--- config.mk ---
export PLATFORM = sky130hd
export DESIGN_NAME = spi_cmd_engine
export DESIGN_NICKNAME = d
export VERILOG_FILES = /design/src/rtl/spi_eng_pkg.sv /design/src/rtl/spi_eng_phase.sv /design/src/rtl/spi_eng_shifter.sv /design/src/rtl/spi_cmd_engine.sv
export SDC_FILE = /design/constraint.sdc
export NUM_CORES = 1
export LEC_CHECK = 0
export BUFFER_PORTS_ARGS = -buffer_cell sky130_fd_sc_hd__buf_2
export CORE_ASPECT_RATIO = 0.75
export CORE_MARGIN = 1.5
export CORE_UTILIZATION = 45
export CTS_BUF_LIST = sky130_fd_sc_hd__clkbuf_8
export DETAILED_ROUTE_END_ITERATION = 10
export PLACE_DENSITY = 0.66
export SETUP_SLACK_MARGIN = 0.5
export SLEW_MARGIN = 20
export SYNTH_ARGS = -nofsm -noshare
export SYNTH_HDL_FRONTEND = slang
export SYNTH_HIERARCHICAL = 1
export SYNTH_SLANG_ARGS = --single-unit
--- constraint.sdc ---
create_clock -name clk -period 4.66 [get_ports clk]
set_input_delay 0.466 -clock clk [delete_from_list [all_inputs] [get_ports clk]]
set_output_delay 0.466 -clock clk [all_outputs]
set_load 0.05 [all_outputs]
--- src/rtl/spi_eng_pkg.sv ---
// Shared definitions for the SPI command engine.
// Assumes the configuration bit positions listed in the brief.
package spi_eng_pkg;

    localparam int WORD_BITS = 32;
    localparam int DIV_FLOOR = 4;
    localparam int LEN_LSB   = 16;
    localparam int LEN_BITS  = 16;

    typedef enum logic {ST_IDLE, ST_SHIFT} eng_state_t;

    typedef struct packed {
        logic late_cap;
        logic lsb_first;
        logic cs_low;
        logic cpol;
        logic cpha;
    } lane_cfg_t;

    // Pull the mode fields out of a configuration word.
    function automatic lane_cfg_t pick_cfg(input logic [31:0] w);
        lane_cfg_t c;
        c.cpha      = w[0];
        c.cpol      = w[1];
        c.cs_low    = w[2];
        c.lsb_first = w[10];
        c.late_cap  = w[11];
        return c;
    endfunction

endpackage

--- src/rtl/spi_eng_phase.sv ---
// Bit-window timer: counts system clocks within one SCLK period.
// Assumes div >= 4. Produces the sampling strobe, the end-of-bit
// strobe and the SCLK half-period indicator.
module spi_eng_phase #(
    parameter int DIV_W = 16
) (
    input  logic             clk,
    input  logic             rst_n,
    input  logic             run,
    input  logic [DIV_W-1:0] div,
    input  logic             late_cap,
    input  logic             cpha,
    output logic             sample,
    output logic             bit_end,
    output logic             clk_active
);
    logic [DIV_W-1:0] cnt;
    logic [DIV_W-1:0] half;
    logic [DIV_W-1:0] samp_pt;

    assign half       = div >> 1;
    assign samp_pt    = half + DIV_W'(late_cap);
    assign bit_end    = run && (cnt == div - 1'b1);
    assign sample     = run && (cnt == samp_pt);
    assign clk_active = cpha ? (cnt < half) : (cnt >= half);

    // Window counter: advances while running, restarts at each bit end.
    always_ff @(posedge clk) begin
        if (!rst_n)                cnt <= '0;
        else if (run && !bit_end)  cnt <= cnt + 1'b1;
        else                       cnt <= '0;
    end
endmodule

--- src/rtl/spi_eng_shifter.sv ---
// Word splitter and bit shifter for both directions.
// Loads a transmit word on 'start' or on a word boundary, walks one bit
// index through it, and writes sampled bits into the same index of the
// receive word. Assumes step and sample come from the phase timer.
module spi_eng_shifter #(
    parameter int WORD_W = 32,
    parameter int CNT_W  = 8
) (
    input  logic              clk,
    input  logic              rst_n,
    input  logic              start,
    input  logic              step,
    input  logic              sample,
    input  logic              lsb_first,
    input  logic              miso,
    input  logic [CNT_W-1:0]  total_m1,
    input  logic [WORD_W-1:0] tx_word,
    output logic              last_bit,
    output logic              word_end,
    output logic              mosi_bit,
    output logic              rx_valid,
    output logic [WORD_W-1:0] rx_word
);
    localparam int IDX_W = $clog2(WORD_W);

    logic [CNT_W-1:0]  left;
    logic [IDX_W-1:0]  idx;
    logic [IDX_W-1:0]  wleft;
    logic [WORD_W-1:0] txw;
    logic [WORD_W-1:0] rxw;
    logic [WORD_W-1:0] rxw_n;
    logic [CNT_W:0]    avail;
    logic [IDX_W:0]    nbits;
    logic              load;

    assign last_bit = (left == '0);
    assign word_end = (wleft == '0);
    assign load     = start || (step && !last_bit && word_end);
    assign avail    = start ? ({1'b0, total_m1} + 1'b1) : {1'b0, left};
    assign nbits    = (avail >= (CNT_W+1)'(WORD_W)) ? (IDX_W+1)'(WORD_W)
                                                    : avail[IDX_W:0];
    assign mosi_bit = txw[idx];

    // Merge the current MISO sample into the receive word.
    always_comb begin
        rxw_n = rxw;
        if (sample) rxw_n[idx] = miso;
    end

    // Word and bit bookkeeping for both directions.
    always_ff @(posedge clk) begin
        if (!rst_n) begin
            left     <= '0;
            idx      <= '0;
            wleft    <= '0;
            txw      <= '0;
            rxw      <= '0;
            rx_valid <= 1'b0;
            rx_word  <= '0;
        end else begin
            rx_valid <= step && word_end;
            if (step && word_end) rx_word <= rxw_n;
            if (load) begin
                left  <= start ? total_m1 : left - 1'b1;
                wleft <= IDX_W'(nbits - 1'b1);
                idx   <= lsb_first ? '0 : IDX_W'(nbits - 1'b1);
                txw   <= tx_word;
                rxw   <= '0;
            end else begin
                rxw <= (step && word_end) ? '0 : rxw_n;
                if (step) begin
                    left  <= left - 1'b1;
                    wleft <= wleft - 1'b1;
                    idx   <= lsb_first ? idx + 1'b1 : idx - 1'b1;
                end
            end
        end
    end
endmodule

--- src/rtl/spi_cmd_engine.sv ---
// SPI command engine for one chip-select channel.
// Accepts a command word, runs an exact-length transfer against
// show-ahead FIFO interfaces, and drives SCLK, MOSI and chip select.
// Assumes cfg_word and div_word are held steady while pending is high.
module spi_cmd_engine
    import spi_eng_pkg::*;
#(
    parameter int MAX_BYTES = 28,
    parameter int DIV_W     = 16,
    parameter int WORD_W    = WORD_BITS
) (
    input  logic              clk,
    input  logic              rst_n,
    input  logic [31:0]       cfg_word,
    input  logic [DIV_W-1:0]  div_word,
    input  logic [31:0]       cmd_word,
    input  logic              cmd_valid,
    output logic              cmd_ready,
    output logic              tx_rd,
    input  logic [WORD_W-1:0] tx_rdata,
    output logic              rx_wr,
    output logic [WORD_W-1:0] rx_wdata,
    output logic              sclk,
    output logic              mosi,
    input  logic              miso,
    output logic              cs_line,
    output logic              pending,
    output logic              done
);
    localparam int MAX_BITS = MAX_BYTES * 8;
    localparam int CNT_W    = $clog2(MAX_BITS);

    eng_state_t        state;
    lane_cfg_t         cfg_now;
    lane_cfg_t         mode_q;
    logic [DIV_W-1:0]  div_q;
    logic [DIV_W-1:0]  div_cl;
    logic [LEN_BITS-1:0] len_field;
    logic [CNT_W-1:0]  total_m1;
    logic              tx_en_q, rx_en_q, cont_q, cs_hold, done_q;
    logic              running, accept, release_cmd, step, finish;
    logic              sample, bit_end, clk_active;
    logic              last_bit, word_end, mosi_bit, rx_valid;
    logic              unused_bits;

    assign cfg_now     = pick_cfg(cfg_word);
    assign len_field   = cmd_word[LEN_LSB +: LEN_BITS];
    assign total_m1    = (len_field > LEN_BITS'(MAX_BITS - 1)) ? CNT_W'(MAX_BITS - 1)
                                                               : len_field[CNT_W-1:0];
    assign div_cl      = (div_word < DIV_W'(DIV_FLOOR)) ? DIV_W'(DIV_FLOOR) : div_word;
    assign running     = (state == ST_SHIFT);
    assign accept      = cmd_valid && !running && (cmd_word[1:0] != 2'b00);
    assign release_cmd = cmd_valid && !running && (cmd_word[1:0] == 2'b00);
    assign step        = running && bit_end;
    assign finish      = step && last_bit;
    assign unused_bits = ^{cfg_word[31:12], cfg_word[9:3], cmd_word[15:5], cmd_word[3:2]};

    assign cmd_ready = !running;
    assign pending   = running;
    assign done      = done_q;
    assign tx_rd     = (accept && cmd_word[0]) ||
                       (step && tx_en_q && !last_bit && word_end);
    assign rx_wr     = rx_valid && rx_en_q;
    assign mosi      = running && tx_en_q && mosi_bit;
    assign sclk      = running ? (mode_q.cpol ^ clk_active) : cfg_now.cpol;
    assign cs_line   = cs_hold ? !mode_q.cs_low : cfg_now.cs_low;

    spi_eng_phase #(.DIV_W(DIV_W)) u_phase (
        .clk        (clk),
        .rst_n      (rst_n),
        .run        (running),
        .div        (div_q),
        .late_cap   (mode_q.late_cap),
        .cpha       (mode_q.cpha),
        .sample     (sample),
        .bit_end    (bit_end),
        .clk_active (clk_active)
    );

    spi_eng_shifter #(.WORD_W(WORD_W), .CNT_W(CNT_W)) u_shift (
        .clk       (clk),
        .rst_n     (rst_n),
        .start     (accept),
        .step      (step),
        .sample    (sample),
        .lsb_first (accept ? cfg_now.lsb_first : mode_q.lsb_first),
        .miso      (miso),
        .total_m1  (total_m1),
        .tx_word   ((accept ? cmd_word[0] : tx_en_q) ? tx_rdata : '0),
        .last_bit  (last_bit),
        .word_end  (word_end),
        .mosi_bit  (mosi_bit),
        .rx_valid  (rx_valid),
        .rx_word   (rx_wdata)
    );

    // Command acceptance, transfer state and latched settings.
    always_ff @(posedge clk) begin
        if (!rst_n) begin
            state   <= ST_IDLE;
            mode_q  <= '0;
            div_q   <= DIV_W'(DIV_FLOOR);
            tx_en_q <= 1'b0;
            rx_en_q <= 1'b0;
            cont_q  <= 1'b0;
        end else if (accept) begin
            state   <= ST_SHIFT;
            mode_q  <= cfg_now;
            div_q   <= div_cl;
            tx_en_q <= cmd_word[0];
            rx_en_q <= cmd_word[1];
            cont_q  <= cmd_word[4];
        end else if (finish) begin
            state   <= ST_IDLE;
        end
    end

    // Chip-select hold and the end-of-transfer pulse.
    always_ff @(posedge clk) begin
        if (!rst_n) begin
            cs_hold <= 1'b0;
            done_q  <= 1'b0;
        end else begin
            done_q <= finish;
            if (accept)           cs_hold <= 1'b1;
            else if (finish)      cs_hold <= cont_q;
            else if (release_cmd) cs_hold <= 1'b0;
        end
    end
endmodule

==> metrics.md, run 1 <==
| Metric | Value |
|---|---|
| Outcome | `finished clean` |
| Number of I/O pins | `156` |
| Port Buffers | `115` |
| Critical path endpoint category | `primary output` |
| CP max stage delay | `0.60 ns` |
| Final period utilization | `0.883` |
| Multi-input logic area | `5210 µm²` |
| Setup TNS | `0 ns` |
| RSZ-0062 raised after global routing | `yes` |
| Slew Limit Fails | `0` |
| Synth Net Count | `1234` |
| Critical Path Start | `div_q[7]$_SDFFE_PN0P_` |
| Mapped Area | `8890 µm²` |
| R2r worst-path depth | `13` |
| Clock buffer count from CTS | `17` |
| First-pass GRT wire length | `35700 µm` |
| Die area | `20600 µm²` |
| CP cell instances | `or4_4 -> nor4b_1 -> a21oi_1 -> o21ai_0 -> nand2_1 -> nor4_1 -> and2_1 -> nand4b_1 -> o21ai_0 -> buf_2` |
| P_sw | `0.899 mW` |
| Die Width | `165 µm` |
| Vias in the first global route | `7002` |
| Startpoint types | `register` |
| Sequential area share after synthesis | `0.356` |
| Detailed-route DRC error count | `0` |
| CTS H-tree lvls | `4` |
| Pwr Density | `292 nW/µm²` |
| Clock Power Share | `0.328` |
| Overflow after GRT | `0` |
| Hold Path Cell Cnt | `3` |
| Int Power | `1.99 mW` |
| N_diodes | `0` |
| Worst Path Max Fanout | `13` |
| Fmax | `243 MHz` |
| Layout area overhead | `11.5%` |
| Core area | `19400 µm²` |
| Worst clock skew | `0.0183 ns` |
| Clock slew seen by the registers of the worst setup and hold paths | `0.09 ns` |
| Ys flop type | `dfxtp_1` |
| Count of cell types in the netlist | `77` |
| Slowest-stage cell, CP | `or4_4` |
| Post-synth EDFFs | `0` |
| DRT antenna net count | `0` |
| CP required | `4.19 ns` |
| Site row count | `44` |
| TritonCTS clock tree | `done` |
| Critical Path AT | `3.65 ns` |
| Vias | `7731` |
| Hold Crit Start | `cfg_word[11]` |
| Hold Path Class | `in2reg` |
| Clock Tree Root | `clkbuf_8` |
| Fin. Hold Viols | `0` |
| Final setup vio count | `0` |
| Register area | `3160 µm²` |
| Crit path top cell by count | `o21ai_0` |
| DR WL/cell | `15.2 µm` |
| # fillers | `1936` |
| Starting Density | `0.459` |
| MaxCap Viol Count | `0` |
| Sw Share | `0.311` |
| YS warnings | `6` |
| WL final | `21800 µm` |
| Layout cells sized above 1 | `0.188` |
| Pre-Repair DR Iteration Count | `5` |
| Reg2Reg Launch Point | `div_q[7]$_SDFFE_PN0P_` |
| Register bit count reported by yosys | `158` |
| Min Tclk post-route | `4.12 ns` |
| Initial antenna violation count | `0` |
| Worst slew pin tran | `0.954 ns` |
| Hold slack | `0.272 ns` |
| CTS Sinks | `158` |
| Latest clock arrival within the worst-skew pair | `0.45 ns` |
| Iteration-0 DRC Markers | `613` |
| GRT Total Usage | `0.217` |
| Maximum clock path buffer count | `2` |
| Kind of critical path | `reg2out` |
| P_leak | `3.89 nW` |
| Max_slew headroom | `0.363` |
| Post-synthesis cell count | `1090` |
| Ys async rst share | `0` |
| Post-DP HPWL | `15800 µm` |
| Pwr Total | `2.89 mW` |
| Routed vias/inst | `5.38` |
| Worst vdd ir | `0.174 mV` |
| Largest net degree at the start of global routing | `46` |
| # nets final | `1314` |
| Average size of a mapped cell | `8.15 µm²` |
| # Post-CTS Setup Buffers | `0` |
| RePlAce Congestion | `0.858` |
| Comb pwr share | `0.168` |
| Flop pwr share | `0.504` |
| Die Y | `125 µm` |
==> worst max-delay path, delay by kind of cell (launching register included) <==
kind / cells / cell delay [ns]
flops: 1 / 0.49
compound gates: 3 / 0.54
buf+inv: 1 / 0.29
simple gates: 6 / 1.89
==> registers in the layout, indices dropped and copies added (netlist names), 5 cells and up <==
register	cells
u_shift/rx_word	32
u_phase/cnt	16
u_shift/idx	5
u_shift/rxw	32
mode_q	5
div_q	16
u_shift/left	8
u_shift/txw	32
u_shift/wleft	5
==> layer usage <==
| layer | vias up | track usage | routed length, µm |
|---|---|---|---|
| met5 | - | 0 | 0 |
| met3 | 15 | 0.0420 | 1200 |
| met1 | 3586 | 0.333 | 11400 |
| li1 | 3912 | - | - |
| met2 | 218 | 0.308 | 9030 |
| met4 | 0 | 0.0472 | 171 |
==> layout by cell type (no fill, tap or decap), drive strengths merged, types with 12 or more instances in the layout <==
cell | synthesis | routed
inv | 42 | 48
nand2 | 166 | 166
mux2i | 36 | 36
o21ai | 68 | 68
clkbuf | 48 | 19
buf | 23 | 132
nand3 | 47 | 47
nor3 | 16 | 16
nor2 | 95 | 95
xor2 | 29 | 29
ha | 27 | 27
or2 | 12 | 12
nor2b | 36 | 36
dfxtp | 158 | 158
a21oi | 82 | 82
nor4 | 17 | 17
xnor2 | 47 | 47
==> power by group through the flow <==
| stage | logic (mW) | clock network [mW] | registers [mW] |
|---|---|---|---|
| 2_1_floorplan | 0.386 | 0 | 1.45 |
| 4_1_cts | 0.480 | 0.979 | 1.46 |
| 5_1_grt | 0.539 | 1.05 | 1.47 |
| 3_5_place_dp | 0.477 | 0 | 1.49 |
| 3_3_place_gp | 0.470 | 0 | 1.49 |
| 6_report | 0.486 | 0.948 | 1.46 |
==> area by class of cell <==
class,count,share of cell area
timing repair buffer,132,0.0709
multi-input combinational,819,0.525
tap,253,0.0319
sequential,158,0.319
clock inverter,13,0.0104
inverter,42,0.0159
clock buffer,19,0.0264
==> worst paths after layout <==
path | to | slack (ns)
max reg2reg | u_shift/idx[0]$_SDFFE_PN0P_ | 0.68
max | tx_rd | 0.54
min reg2reg | u_shift/txw[23]$_SDFFE_PN0N_ | 0.45
min | mode_q[4]$_SDFFE_PN0P_ | 0.27
==> kinds of logic after synthesis <==
logic type	Yosys count	share of synthesized area
simple gates	458	0.255
xor+xnor	76	0.0766
flops	158	0.356
fa+ha+maj	28	0.0403
buf+inv	113	0.0611
compound gates	213	0.150
mux	44	0.0608
==> stage by stage <==
step / utilization / cells / instance area (µm²) / worst slack (ns)
2_1_floorplan: - / 1090 / 8890 / 0.659
3_3_place_gp: 0.491 / 1404 / 9520 / 0.644
3_5_place_dp: 0.491 / 1404 / 9520 / 0.611
4_1_cts: 0.510 / 1436 / 9890 / 0.551
5_1_grt: 0.511 / 1436 / 9910 / 0.358
6_report: 0.511 / 1436 / 9910 / 0.544
==> cells in the mapped netlist (3+ instances only) <==
library cell,count,share of area
or2_2,12,0.0084
a21o_1,7,0.0059
nand3_1,47,0.026
nor3b_1,4,0.0034
mux2i_1,36,0.041
nand4_1,7,0.0049
a41oi_1,3,0.0030
buf_6,11,0.014
a21oi_1,81,0.046
or4_1,5,0.0042
clkbuf_1,46,0.019
a221oi_1,3,0.0030
xnor2_1,45,0.044
inv_1,40,0.017
o211ai_1,3,0.0025
nor2b_1,36,0.025
nand2_1,166,0.070
o221ai_1,3,0.0030
buf_4,3,0.0025
nor4b_1,3,0.0030
nor2_2,10,0.0070
and2_1,9,0.0063
nand4b_1,3,0.0030
nand3b_1,5,0.0042
o21ai_0,66,0.037
nor2_1,85,0.036
mux4_2,8,0.020
buf_2,7,0.0039
a31oi_1,4,0.0028
nor4_1,16,0.011
xor2_1,29,0.029
or3_1,7,0.0049
and4_1,5,0.0049
nand2b_1,5,0.0035
o32ai_1,4,0.0039
a211oi_1,10,0.0084
ha_1,27,0.038
dfxtp_1,158,0.36
and3_1,9,0.0063
nor3_1,15,0.0084
==> timing repair <==
action                                  CTS  global route
hold buffers                              0             0
gates resized for setup                   0             5
endpoints found under the setup margin    0            86
No activity file was read; power rests on OpenSTA's default activity.
==> run 2: changes to the inputs <==
--- a/config.mk
+++ b/config.mk
@@ -12,6 +12,7 @@
 export CTS_BUF_LIST = sky130_fd_sc_hd__clkbuf_8
 export DETAILED_ROUTE_END_ITERATION = 10
 export PLACE_DENSITY = 0.66
+export RECOVER_POWER = 50
 export SETUP_SLACK_MARGIN = 0.5
 export SLEW_MARGIN = 20
 export SYNTH_ARGS = -nofsm -noshare
==> run 2 against run 1 <==
Against the previous run:
- non-clock buffer count did not move
- final cell count did not move
- via count rose by 0.36%
- the flow now finishes with violations (max-capacitance violations, max-slew violations)
==> metrics.md, run 2 (synthesis gave the netlist of run 1 again) <==
| Metric | Value |
|---|---|
| Outcome | `finished with violations` |
| Violated checks | `max-capacitance violations, max-slew violations` |
| CP bufs+invs | `2 (+1)` |
| Most frequent cells in the layout | `nand2_1, dfxtp_1, nor2_1` |
| Setup TNS | `0 ns (unchanged)` |
| CP cell instances | `inv_1 -> ha_1 -> xnor2_1 -> or4_1 -> a2111oi_0 -> nand2_1 -> nor4_1 -> and2_0 -> nand4b_1 -> o21ai_0 -> buf_2` |
| Site row count | `44 (unchanged)` |
| Latest clock arrival within the worst-skew pair | `0.45 ns (about the same)` |
| Largest net degree at the start of global routing | `46 (unchanged)` |
| WL met2 | `9110 µm (+0.94%)` |
| Highest Signal Layer | `met4` |
| R2r worst-path depth | `14 (+1)` |
| Gate family responsible for the most delay along the worst path | `simple AND/OR/NAND/NOR gates` |
| Critical Path AT | `3.76 ns (+0.11 ns)` |
| Max_slew headroom | `-0.499 (-0.861)` |
| Final period utilization | `0.906 (+0.0230)` |
| Clock slew seen by the registers of the worst setup and hold paths | `0.09 ns (about the same)` |
| Critical path depth in cells | `11 (+1)` |
| Final setup vio count | `0 (unchanged)` |
| Worst slew pin tran | `2.24 ns (+1.29 ns)` |
| DRT antenna net count | `0 (unchanged)` |
| Kind of critical path | `reg2out` |
| CTS H-tree lvls | `4 (unchanged)` |
| First-pass GRT wire length | `35700 µm (unchanged)` |
| Worst vdd ir | `0.175 mV (+0.21%)` |
| P_leak | `3.71 nW (-4.6%)` |
| Met1 wire length | `11400 µm (-0.11%)` |
| Startpoint types | `register` |
| Commonest non-fill, non-tap cell in the layout | `nand2_1` |
| MaxCap Viol Count | `1 (+1)` |
| TritonCTS clock tree | `done` |
| Number of I/O pins | `156 (unchanged)` |
| GRT Total Usage | `0.217 (unchanged)` |
| CP required | `4.19 ns (about the same)` |
| # nets final | `1314 (unchanged)` |
| Iteration-0 DRC Markers | `631 (+2.9%)` |
| Fin. Hold Viols | `0 (unchanged)` |
| Min Tclk post-route | `4.22 ns (+0.107 ns)` |
| CP max stage delay | `0.50 ns (-0.10 ns)` |
| Vias in the first global route | `7002 (unchanged)` |
| Critical path endpoint category | `primary output` |
| Clock buffer count from CTS | `17 (unchanged)` |
| Slew Limit Fails | `34 (+34)` |
| Met3 Wirelength | `1150 µm (-4.4%)` |
| Post-DP HPWL | `15800 µm (unchanged)` |
| Fmax | `237 MHz (-2.5%)` |
| Worst Path Max Fanout | `4 (-9)` |
| RePlAce Congestion | `0.858 (unchanged)` |
| Port Buffers | `115 (unchanged)` |
| Die Width | `165 µm (unchanged)` |
| Regs by FF count | `u_shift/rx_word: 32 flops, u_shift/rxw: 32 flops, u_shift/txw: 32 flops` |
| Maximum clock path buffer count | `2 (unchanged)` |
| Layout area overhead | `10.7%` |
| Die Y | `125 µm (unchanged)` |
| Die area | `20600 µm² (unchanged)` |
| Pre-Repair DR Iteration Count | `5 (unchanged)` |
| # Post-CTS Setup Buffers | `0 (unchanged)` |
| Routed vias/inst | `5.40 (+0.36%)` |
| Detailed-route DRC error count | `0 (unchanged)` |
| CTS Sinks | `158 (unchanged)` |
| Worst clock skew | `0.0176 ns (-0.000712 ns)` |
| Core area | `19400 µm² (unchanged)` |
| Initial antenna violation count | `0 (unchanged)` |
| Hold Path Cell Cnt | `3 (unchanged)` |
| Overflow after GRT | `0 (unchanged)` |
| Vias | `7759 (+0.36%)` |
| Clock Tree Root | `clkbuf_8` |
| Starting Density | `0.459 (unchanged)` |
| Pwr Density | `294 nW/µm² (+0.61%)` |
| WL final | `21800 µm (+0.15%)` |
| DR WL/cell | `15.2 µm (+0.15%)` |
| Slowest-stage cell, CP | `or4_1` |
| N_diodes | `0 (unchanged)` |
| Layout cells sized above 1 | `0.152 (-0.0355)` |
| Hold Path Class | `in2reg` |
| Pwr Total | `2.89 mW (-0.18%)` |
| RSZ-0062 raised after global routing | `yes` |
==> run 2: tightest hold or removal path, stage by stage <==
cell and delay, ns:
buf_2 0.10, nand3_1 0.05, a21oi_1 0.06
==> run 2: final timing paths <==
path / startpoint / slack (ns) / to
setup reg to reg: div_q[0]$_SDFFE_PN0P_ / 0.44 / u_shift/rxw[4]$_SDFF_PP0_
setup / recovery: div_q[0]$_SDFFE_PN0P_ / 0.44 / tx_rd
hold reg to reg: u_shift/txw[23]$_SDFFE_PN0N_ / 0.45 / u_shift/txw[23]$_SDFFE_PN0N_
hold / removal: cmd_word[4] / 0.28 / cont_q$_SDFFE_PN0P_
==> run 2: timing repair <==
| action | 4_1_cts | 5_1_grt |
|---|---|---|
| resized for setup | 0 | 5 |
| hold buffers | 0 | 0 |
| setup endpoints to repair | 0 | 86 |
==> run 2: routing by layer <==
metal  vias to the layer above  global-route usage
li1                       3908                   -
met1                      3636               0.333
met2                       200               0.308
met3                        15              0.0420
met4                         0              0.0472
met5                         -                   0
==> run 2: area by class of cell <==
class | instances | area, µm²
Timing Repair Buffer | 132 | 647
Clock buffer | 19 | 262
Inverter | 42 | 158
Multi-Input combinational cell | 819 | 5190
Sequential cell | 158 | 3160
Clock inverter | 13 | 103
Tap cell | 253 | 317
Fill cell | 1959 | 9540
==> run 2: per-stage QoR <==
step	hold slack [ns]	instance area (µm²)	setup slack [ns]	util	instances
5_1_grt	0.235	9830	0.201	0.507	1436
3_5_place_dp	0.437	9520	0.611	0.491	1404
3_3_place_gp	0.430	9520	0.644	0.491	1404
2_1_floorplan	0.429	8890	0.659	-	1090
4_1_cts	0.238	9890	0.551	0.510	1436
6_report	0.276	9830	0.436	0.507	1436
==> run 2: power by group <==
group          switching (mW)  internal, mW  total, mW
clock network           0.539         0.407      0.947
registers              0.0686          1.39       1.46
logic                   0.287         0.195      0.482
==> run 3: changes to the inputs <==
--- a/config.mk
+++ b/config.mk
@@ -11,7 +11,7 @@
 export CORE_UTILIZATION = 45
 export CTS_BUF_LIST = sky130_fd_sc_hd__clkbuf_8
 export DETAILED_ROUTE_END_ITERATION = 10
-export PLACE_DENSITY = 0.66
+export PLACE_DENSITY = 0.69
 export RECOVER_POWER = 50
 export SETUP_SLACK_MARGIN = 0.5
 export SLEW_MARGIN = 20
==> constraint.sdc (replaced) <==
create_clock -name clk -period 3.7 [get_ports clk]
set_input_delay 0.37 -clock clk [delete_from_list [all_inputs] [get_ports clk]]
set_output_delay 0.37 -clock clk [all_outputs]
set_load 0.05 [all_outputs]
==> run 3 against run 2 <==
Against the previous run:
- the run now ends clean
- clock power increased by 39%
- utilization increased by 8.3 points
- sequential share of layout area decreased by 4.2 points
- setup slack got worse by 0.31 ns
- die area unchanged
- global-route usage increased by 0.42 points
- non-clock buffer count increased by 64
==> metrics.md, run 3 (synthesis gave the netlist of run 1 again) <==
| Metric | Value |
|---|---|
| Worst vdd ir | `0.209 mV (+20%)` |
| WL final | `24400 µm (+12%)` |
| Core area | `19400 µm² (unchanged)` |
| Setup TNS | `0 ns (unchanged)` |
| CP cell instances | `inv_4 -> ha_4 -> xnor2_2 -> or4_4 -> a2111oi_4 -> nand2_1 -> nor4_2 -> and2_4 -> clkbuf_4 -> clkbuf_4 -> and2_4 -> buf_6 -> a21oi_2 -> nand2_1 -> clkbuf_2 -> nor2_1` |
| Critical Path AT | `3.93 ns (+0.17 ns)` |
| DRT antenna net count | `0 (unchanged)` |
| Pwr Total | `3.99 mW (+38%)` |
| Pwr Density | `349 nW/µm² (+19%)` |
| N_diodes | `0 (unchanged)` |
| CTS H-tree lvls | `4 (unchanged)` |
| Slowest-stage cell, CP | `or4_4` |
| Clock Tree Root | `clkbuf_8` |
| Initial antenna violation count | `0 (unchanged)` |
| Final period utilization | `0.965` |
| Overflow after GRT | `0 (unchanged)` |
| Commonest non-fill, non-tap cell in the layout | `dfxtp_1` |
| FF-to-FF setup slack | `0.13 ns (-0.31 ns)` |
| Finished Cell Area | `11400 µm² (+16%)` |
| Port Buffers | `115 (unchanged)` |
| Latest clock arrival within the worst-skew pair | `0.47 ns (+0.02 ns)` |
| CTS Sinks | `158 (unchanged)` |
| Clock buffer count from CTS | `17 (unchanged)` |
| Cts hold-fix bufs | `0 (unchanged)` |
| Number of I/O pins | `156 (unchanged)` |
| RSZ-0062 raised after global routing | `yes` |
| Kind of critical path | `reg2reg` |
| Site row count | `44 (unchanged)` |
| Post-DP HPWL | `15600 µm (-1.1%)` |
| Final WS setup | `0.130 ns (-0.307 ns)` |
| CP required | `4.05 ns (-0.14 ns)` |
| TritonCTS clock tree | `done` |
| Min Tclk post-route | `3.57 ns` |
| MaxCap Viol Count | `0 (-1)` |
| Maximum clock path buffer count | `2 (unchanged)` |
| Outcome | `finished clean` |
| Most frequent cells in the layout | `dfxtp_1, nand2_1, nor2_1` |
| Placed insts | `1426 (+1.6%)` |
| Fmax | `280 MHz` |
| Worst Path Max Fanout | `8 (+4)` |
| Pre-CTS WS | `0.00413 ns (-0.607 ns)` |
| Largest net degree at the start of global routing | `46 (unchanged)` |
| Vias | `8268 (+6.6%)` |
| Startpoint types | `register` |
| Layout cells sized above 1 | `0.308 (+0.156)` |
| Die Y | `125 µm (unchanged)` |
| Slew Limit Fails | `0 (-100%)` |
| # nets final | `1379 (+4.9%)` |
| Clock slew seen by the registers of the worst setup and hold paths | `0.10 ns (about the same)` |
| Die area | `20600 µm² (unchanged)` |
| Post-route insts no fill | `1501 (+4.5%)` |
| P_leak | `4.36 nW (+18%)` |
| Critical path endpoint category | `register` |
| # fillers | `1681 (-14%)` |
| DR WL/cell | `16.2 µm (+6.8%)` |
| Detailed-route DRC error count | `0 (unchanged)` |
| Pre-Repair DR Iteration Count | `6 (+1)` |
| Hold Path Class | `in2reg` |
| CP max stage delay | `0.43 ns (-0.07 ns)` |
| Vias in the first global route | `7484 (+6.9%)` |
| DP Area | `9810 µm² (+3.0%)` |
| Iteration-0 DRC Markers | `627 (-0.63%)` |
| Layout area overhead | `28.7%` |
| Starting Density | `0.459 (unchanged)` |
| Worst clock skew | `0.0217 ns (+0.00413 ns)` |
| Worst slew pin tran | `1.43 ns (-0.811 ns)` |
| Fin. Hold Viols | `0 (unchanged)` |
| Finished Core Util | `0.590 (+0.0825)` |
| Hold slack | `0.151 ns (-0.125 ns)` |
| RePlAce Congestion | `0.912 (+6.3%)` |
| GRT Total Usage | `0.221 (+0.00419)` |
| Max_slew headroom | `0.0398 (+0.538)` |
| First-pass GRT wire length | `36400 µm (+2.0%)` |
| Final setup vio count | `0 (unchanged)` |
| Regs by FF count | `u_shift/rx_word: 32 flops, u_shift/rxw: 32 flops, u_shift/txw: 32 flops` |
| Routed vias/inst | `5.51 (+1.9%)` |
| Die Width | `165 µm (unchanged)` |
-- run 3: cell types whose count changed in the layout (fill, tap and decap cells not counted), sizes merged --
cell	delta
clkinv	+2
clkbuf	+5
nand2	+1
inv	+1
clkinvlp	-1
buf	+57
-- run 3: power by group --
part | total (mW) | internal (mW) | switching [mW]
Combinational | 0.826 | 0.361 | 0.466
Clock | 1.32 | 0.521 | 0.801
Sequential | 1.84 | 1.75 | 0.0894
-- run 3: final timing paths --
path                                                  startpoint  depth (start not counted)                                to
worst min-delay path                                cfg_word[11]                          3            mode_q[4]$_SDFFE_PN0P_
worst max register to register             div_q[1]$_SDFFE_PN0P_                         16        u_shift/rxw[10]$_SDFF_PP0_
worst max-delay path                       div_q[1]$_SDFFE_PN0P_                         16        u_shift/rxw[10]$_SDFF_PP0_
worst min register to register  u_shift/rx_word[17]$_SDFFE_PN0P_                          2  u_shift/rx_word[17]$_SDFFE_PN0P_
-- run 3: routing by layer --
layer | vias up | wire, µm | track usage | part of all wire
li1 | 4058 | - | - | -
met1 | 3941 | 11100 | 0.297 | 0.46
met2 | 222 | 11500 | 0.351 | 0.47
met3 | 47 | 1190 | 0.0396 | 0.049
met4 | 0 | 514 | 0.0843 | 0.021
met5 | - | 0 | 0 | 0
-- run 3: repair_timing --
item,4_1_cts,5_1_grt
setup buffers,17,19
gates cloned,1,6
pin swaps,19,52
resized for setup,69,152
setup endpoints to repair,113,116
-- run 3: worst max-delay path, delay by kind of cell, from the launching register on --
family	cells	cell delay, ns
AND/OR/NAND/NOR	7	1.58
adder cells (fa/ha/maj)	1	0.24
AO/OA/AOI/OAI	2	0.36
buffers and inverters	5	0.73
flip-flops	1	0.42
XOR/XNOR	1	0.12
-- run 3: final cells by class --
cell class	count	area, µm²	area share
clock buffers	17	234	0.0205
clock inverters	15	185	0.0162
inverters	42	163	0.0142
multi-input cells	820	5980	0.523
flip-flops and latches	158	3200	0.280
well taps	253	317	0.0277
repair buffers	196	1350	0.118
